**config.mk**
```make
export PLATFORM = sky130hd
export DESIGN_NAME = adc_fe_top
export DESIGN_NICKNAME = d
export VERILOG_FILES = /design/src/rtl/adc_fe_pkg.sv /design/src/rtl/adc_fe_decode.sv /design/src/rtl/adc_fe_ctrl.sv /design/src/rtl/adc_fe_status.sv /design/src/rtl/adc_fe_top.sv
export SDC_FILE = /design/constraint.sdc
export NUM_CORES = 1
export LEC_CHECK = 0
export ABC_CLOCK_PERIOD_IN_PS = 2230
export CAP_MARGIN = 20
export CORE_MARGIN = 1.5
export CORE_UTILIZATION = 58
export DETAILED_ROUTE_END_ITERATION = 7
export DONT_BUFFER_PORTS = 1
export PLACE_DENSITY = 0.75
export SYNTH_ARGS = -nofsm -noshare
export SYNTH_HDL_FRONTEND = slang
export SYNTH_SLANG_ARGS = --single-unit
```
**constraint.sdc**
```tcl
create_clock -name clk -period 2.23 [get_ports clk]
set_input_delay 0.1115 -clock clk [delete_from_list [all_inputs] [get_ports clk]]
set_output_delay 0.1115 -clock clk [all_outputs]
set_load 0.005 [all_outputs]
```
**src/rtl/adc_fe_pkg.sv**
```systemverilog
package adc_fe_pkg;

    localparam int unsigned AW  = 8;
    localparam int unsigned DW  = 8;
    localparam int unsigned CHW = 5;

    localparam logic [AW-1:0] CTRL_ADDR = 8'h38;
    localparam logic [AW-1:0] DATA_ADDR = 8'h39;

    // bit positions of the control/status byte (software decodes these)
    localparam int unsigned FLAG_BIT = DW - 1;
    localparam int unsigned IEN_BIT  = DW - 2;
    localparam int unsigned CONT_BIT = DW - 3;

    typedef struct packed {
        logic           ien;
        logic           cont;
        logic [CHW-1:0] chan;
    } ctrl_t;

    localparam ctrl_t CTRL_RST = '{ien: 1'b0, cont: 1'b0, chan: '1};

    typedef enum logic [1:0] {
        SEL_NONE = 2'd0,
        SEL_CTRL = 2'd1,
        SEL_DATA = 2'd2
    } sel_e;

    function automatic ctrl_t unpack_ctrl(input logic [DW-1:0] w);
        ctrl_t c;
        c.ien  = w[IEN_BIT];
        c.cont = w[CONT_BIT];
        c.chan = w[CHW-1:0];
        return c;
    endfunction

    // the flag is hidden whenever interrupts are enabled
    function automatic logic [DW-1:0] pack_status(input logic flag, input ctrl_t c);
        logic [DW-1:0] b;
        b            = '0;
        b[FLAG_BIT]  = flag & ~c.ien;
        b[IEN_BIT]   = c.ien;
        b[CONT_BIT]  = c.cont;
        b[CHW-1:0]   = c.chan;
        return b;
    endfunction

endpackage

```
**src/rtl/adc_fe_decode.sv**
```systemverilog
module adc_fe_decode
    import adc_fe_pkg::*;
(
    input  logic [AW-1:0] addr,
    input  logic          rd,
    input  logic          wr,
    output sel_e          sel,
    output logic          ctrl_wr,
    output logic          data_rd
);

    always_comb begin
        unique case (addr)
            CTRL_ADDR: sel = SEL_CTRL;
            DATA_ADDR: sel = SEL_DATA;
            default:   sel = SEL_NONE;
        endcase
    end

    assign ctrl_wr = wr && (sel == SEL_CTRL);
    assign data_rd = rd && (sel == SEL_DATA);

endmodule

```
**src/rtl/adc_fe_ctrl.sv**
```systemverilog
module adc_fe_ctrl
    import adc_fe_pkg::*;
(
    input  logic          clk,
    input  logic          rst,
    input  logic          ctrl_wr,
    input  logic [DW-1:0] wdata,
    input  logic          conv_done,
    output ctrl_t         ctrl,
    output logic          conv_start
);

    logic restart;
    assign restart = ctrl_wr || (conv_done && ctrl.cont);

    always_ff @(posedge clk) begin
        if (rst) begin
            ctrl       <= CTRL_RST;
            conv_start <= 1'b0;
        end else begin
            if (ctrl_wr) ctrl <= unpack_ctrl(wdata);
            conv_start <= restart;
        end
    end

    p_start_after_write_r3: assert property (@(posedge clk) disable iff (rst)
        ctrl_wr |=> conv_start);

    p_cont_restart_r8: assert property (@(posedge clk) disable iff (rst)
        (conv_done && ctrl.cont) |=> conv_start);

    p_no_spurious_start_r8: assert property (@(posedge clk) disable iff (rst)
        (!ctrl_wr && !(conv_done && ctrl.cont)) |=> !conv_start);

    p_ctrl_hold_r10: assert property (@(posedge clk) disable iff (rst)
        !ctrl_wr |=> $stable(ctrl));

endmodule

```
**src/rtl/adc_fe_status.sv**
```systemverilog
module adc_fe_status
    import adc_fe_pkg::*;
(
    input  logic          clk,
    input  logic          rst,
    input  logic          conv_done,
    input  logic [DW-1:0] conv_result,
    input  logic          ien,
    input  logic          ctrl_wr,
    input  logic          data_rd,
    output logic          flag,
    output logic          irq,
    output logic [DW-1:0] data
);

    logic flag_set, irq_set, irq_clr;
    assign flag_set = conv_done && !ien;
    assign irq_set  = conv_done && ien;
    assign irq_clr  = data_rd || ctrl_wr;

    always_ff @(posedge clk) begin
        if (rst) begin
            flag <= 1'b0;
            irq  <= 1'b0;
            data <= '0;
        end else begin
            if (conv_done) data <= conv_result;
            // a set outranks a clear in the same cycle
            if (flag_set)      flag <= 1'b1;
            else if (data_rd)  flag <= 1'b0;
            if (irq_set)       irq  <= 1'b1;
            else if (irq_clr)  irq  <= 1'b0;
        end
    end

    p_flag_set_r4: assert property (@(posedge clk) disable iff (rst)
        (conv_done && !ien) |=> flag);

    p_flag_hold_r4: assert property (@(posedge clk) disable iff (rst)
        (flag && !data_rd) |=> flag);

    p_irq_set_r5: assert property (@(posedge clk) disable iff (rst)
        (conv_done && ien) |=> irq);

    p_irq_quiet_r5: assert property (@(posedge clk) disable iff (rst)
        (!irq && !(conv_done && ien)) |=> !irq);

    p_irq_clear_r6: assert property (@(posedge clk) disable iff (rst)
        ((data_rd || ctrl_wr) && !conv_done) |=> !irq);

    p_result_latch_r7: assert property (@(posedge clk) disable iff (rst)
        conv_done |=> (data == $past(conv_result)));

endmodule

```
**src/rtl/adc_fe_top.sv**
```systemverilog
module adc_fe_top
    import adc_fe_pkg::*;
(
    input  logic           clk,
    input  logic           rst,
    input  logic [AW-1:0]  bus_addr,
    input  logic           bus_rd,
    input  logic           bus_wr,
    input  logic [DW-1:0]  bus_wdata,
    output logic [DW-1:0]  bus_rdata,
    input  logic           conv_done,
    input  logic [DW-1:0]  conv_result,
    output logic           conv_start,
    output logic [CHW-1:0] conv_chan,
    output logic           irq
);

    sel_e          sel;
    logic          ctrl_wr, data_rd;
    ctrl_t         ctrl;
    logic          flag;
    logic [DW-1:0] data;

    adc_fe_decode u_dec (
        .addr    (bus_addr),
        .rd      (bus_rd),
        .wr      (bus_wr),
        .sel     (sel),
        .ctrl_wr (ctrl_wr),
        .data_rd (data_rd)
    );

    adc_fe_ctrl u_ctrl (
        .clk        (clk),
        .rst        (rst),
        .ctrl_wr    (ctrl_wr),
        .wdata      (bus_wdata),
        .conv_done  (conv_done),
        .ctrl       (ctrl),
        .conv_start (conv_start)
    );

    adc_fe_status u_stat (
        .clk         (clk),
        .rst         (rst),
        .conv_done   (conv_done),
        .conv_result (conv_result),
        .ien         (ctrl.ien),
        .ctrl_wr     (ctrl_wr),
        .data_rd     (data_rd),
        .flag        (flag),
        .irq         (irq),
        .data        (data)
    );

    assign conv_chan = ctrl.chan;

    always_comb begin
        unique case (sel)
            SEL_CTRL: bus_rdata = pack_status(flag, ctrl);
            SEL_DATA: bus_rdata = data;
            default:  bus_rdata = '0;
        endcase
    end

    p_flag_hidden_r5: assert property (@(posedge clk) disable iff (rst)
        (ctrl.ien && sel == SEL_CTRL) |-> !bus_rdata[FLAG_BIT]);

endmodule

```
==> qor.csv <==
metric,value,unit
worstSetupPathType,in -> reg,
switching_share,21.63,%
drt-initial-drc-count,7,
nNetsFinal,138,
fin_skew,0.002225,ns
gp_congestion,0.6662,
coreArea,1366,um^2
die_h,42.22,um
syn_inst,100,
num_antenna_cells,0,
finalCriticalPeriod,1.820,ns
first_pass_iters,4,
synthFlopType,dfxtp_1,
numPortBuffers,0,
syn_to_final_growth,12.90,%
synthDistinctLibCells,24,
synthesis.nets,131,
required,2.45,ns
drive_gt1_share,6.667,%
worst_setup_path_end_kind,flip-flop,
synth_top_area_share,40.39,%
yosys.area.top_type,dfxtp_1,
hold_path_class,in -> reg,
yosysWarnings,0,
cellPowerDensity,532.9,nW/um^2
dp_hpwl,1269,um
ys_seq_area_share,40.39,%
gr-usage-all-layers,22.53,%
cts_buffer_depth,2,
die_x,42.22,um
ant_nets,0,
rows,13,
setup_viol,0,
tightest_slew,0.6144,ns
synth_most_common_cell,dfxtp_1,
cts_resized,0,
path_cells,or3_1 -> nor3_1 -> ha_1 -> buf_4 -> nand3_1 -> dlygate4sd3_1 -> a21oi_1,
cts_setup_buffers,0,
slew-limit-headroom,58.91,%
grt_pass1_vias,726,
crit_family,buffers and inverters,
start_kind,input pin,
routedWlPerCell,15.58,um
max-cap-violations,0,
start_util,65.29,%
slew_violations,0,
cts-htree-levels,1,
path_max_fanout,11,
finalCritPeriodShare,81.60,%
clk_pin_slew,0.09,ns
synth_area_leaders,"dfxtp_1 40%, mux2i_1 9.0%, nor2_1 6.3%",
remaining_drc_errors,0,
p_sw,0.1161,mW
hold_buffers,14,
ir_drop,442.5,uV
vias,753,
cts_tree,built,
critical_path_arrival,2.04,ns
rsz0062_at_grt,false,
hold_viol_final,0,
yosys_register_bits,18,
pwr-share-seq,62.7,%
synth_area,892.1,um^2
comb_power_share,8.3,%
slowest_delay,0.58,ns
root_buffer,clkbuf_4,
async_flop_share,0,%
antenna_found_initial,0,
synth_enable_flop_cells,0,
crit_buf_inv,2,
clk_latency,0.28,ns
syn_avg_cell_area,8.921,um^2
fmax,549.6,MHz
synthTopCellsByCount,"18 x dfxtp_1, 15 x nor2_1, 8 x mux2i_1",
cts_sinks,18,
p_int,0.4206,mW
p_total,0.5367,mW
fp.dieArea,1783,um^2
grt_remaining_overflow,0,
grt_max_degree,18,
avgViaCountPerCell,6.275,
io_pins,44,
fill_cells,121,
status,"complete, no violations",
p_leak,0.4036,nW
crit_slowest_cell,dlygate4sd3_1,
clkPwrFrac,28.9,%
finalSetupTns,0,ns
numCtsBuffers,3,
wl,1870,um
grt_first_pass_wirelength,3105,um
-- registers in the layout (all words and copies together) (netlist names) --
name / count
u_stat.irq: 1
u_ctrl.conv_start: 1
u_ctrl.ctrl: 7
u_stat.data: 8
u_stat.flag: 1
-- worst reg2reg max path, stage by stage (launching register included) --
cell	delay, ns
dfxtp_1	0.37
nand2_1	0.07
a21oi_1	0.14
dlygate4sd3_1	0.56
-- placed cells by master (no fill, tap or decap) --
cell / netlist / layout
and3b_1: 1 / 1
and4b_1: 1 / 1
a22oi_1: 7 / 7
nor2_1: 15 / 15
nand4b_1: 1 / 1
clkbuf_4: 0 / 3
mux2i_1: 8 / 8
nor3_1: 2 / 2
nand3b_1: 1 / 1
dfxtp_1: 18 / 18
a21bo_2: 3 / 3
ha_1: 2 / 2
a41o_1: 1 / 1
a21oi_1: 5 / 5
a211o_1: 5 / 5
or3_1: 2 / 2
nand2b_1: 1 / 1
and3_1: 6 / 6
dlygate4sd3_1: 0 / 14
buf_4: 5 / 1
nand3_1: 3 / 3
inv_1: 1 / 1
nand2_1: 4 / 4
-- layout make-up --
class / count / area (um^2) / share of cell area [%]
multi-input combinational: 68 / 454.2 / 45.09
sequential: 18 / 360.3 / 35.78
timing repair buffer: 15 / 147.6 / 14.66
clock buffer: 3 / 22.52 / 2.236
tap: 15 / 18.77 / 1.863
inverter: 1 / 3.754 / 0.3727
-- final timing paths --
| path | startpoint | to | slack (ns) | cells past startpoint |
|---|---|---|---|---|
| max reg2reg | u_ctrl.ctrl[5] | u_ctrl.conv_start | 1.05 | 3 |
| min | conv_result[2] | u_stat.data[2] | 0.003 | 2 |
| max | bus_addr[7] | u_ctrl.ctrl[6] | 0.41 | 7 |
| min reg2reg | u_stat.data[0] | u_stat.data[0] | 0.51 | 2 |
-- power by group through the flow --
stage / registers (mW) / logic (mW) / clock network, mW
after floorplan: 0.342 / 0.0297 / 0
after global placement: 0.343 / 0.0206 / 0
after detailed placement: 0.344 / 0.0213 / 0
after CTS: 0.337 / 0.0445 / 0.163
after global routing: 0.338 / 0.0483 / 0.171
final: 0.337 / 0.0447 / 0.155
-- cell families (layout without fill, tap and decap cells) --
family	Yosys count	count (layout)	synth area share, %
compound gates	21	21	18.09
fa+ha+maj	2	2	2.805
buf+inv	14	19	8.695
flops	18	18	40.39
mux	8	8	8.977
simple gates	37	37	21.04
-- routing by layer --
metal  wire (um)  track usage, %  up-vias  share of wire [%]
li1            -               -      361                  -
met1         766           26.86      356                 41
met2         959           39.08       36                 51
met3         145           5.603        0                7.8
met4           0           7.500        0                  0
met5           0               0        -                  0
-- through the flow --
stage	cell area [um^2]	setup slack [ns]	hold slack [ns]	std cells	util [%]
finish	1007	0.4104	0.002979	120	73.72
global route	1007	0.3110	0.009262	120	73.72
CTS	1007	0.4909	0.003849	120	73.72
detailed placement	844.6	0.5176	0.1854	103	61.81
global placement	844.6	0.5681	0.1832	103	61.81
floorplan	892.1	0.7028	0.2587	100	-
(Power assumes the default switching activity.)
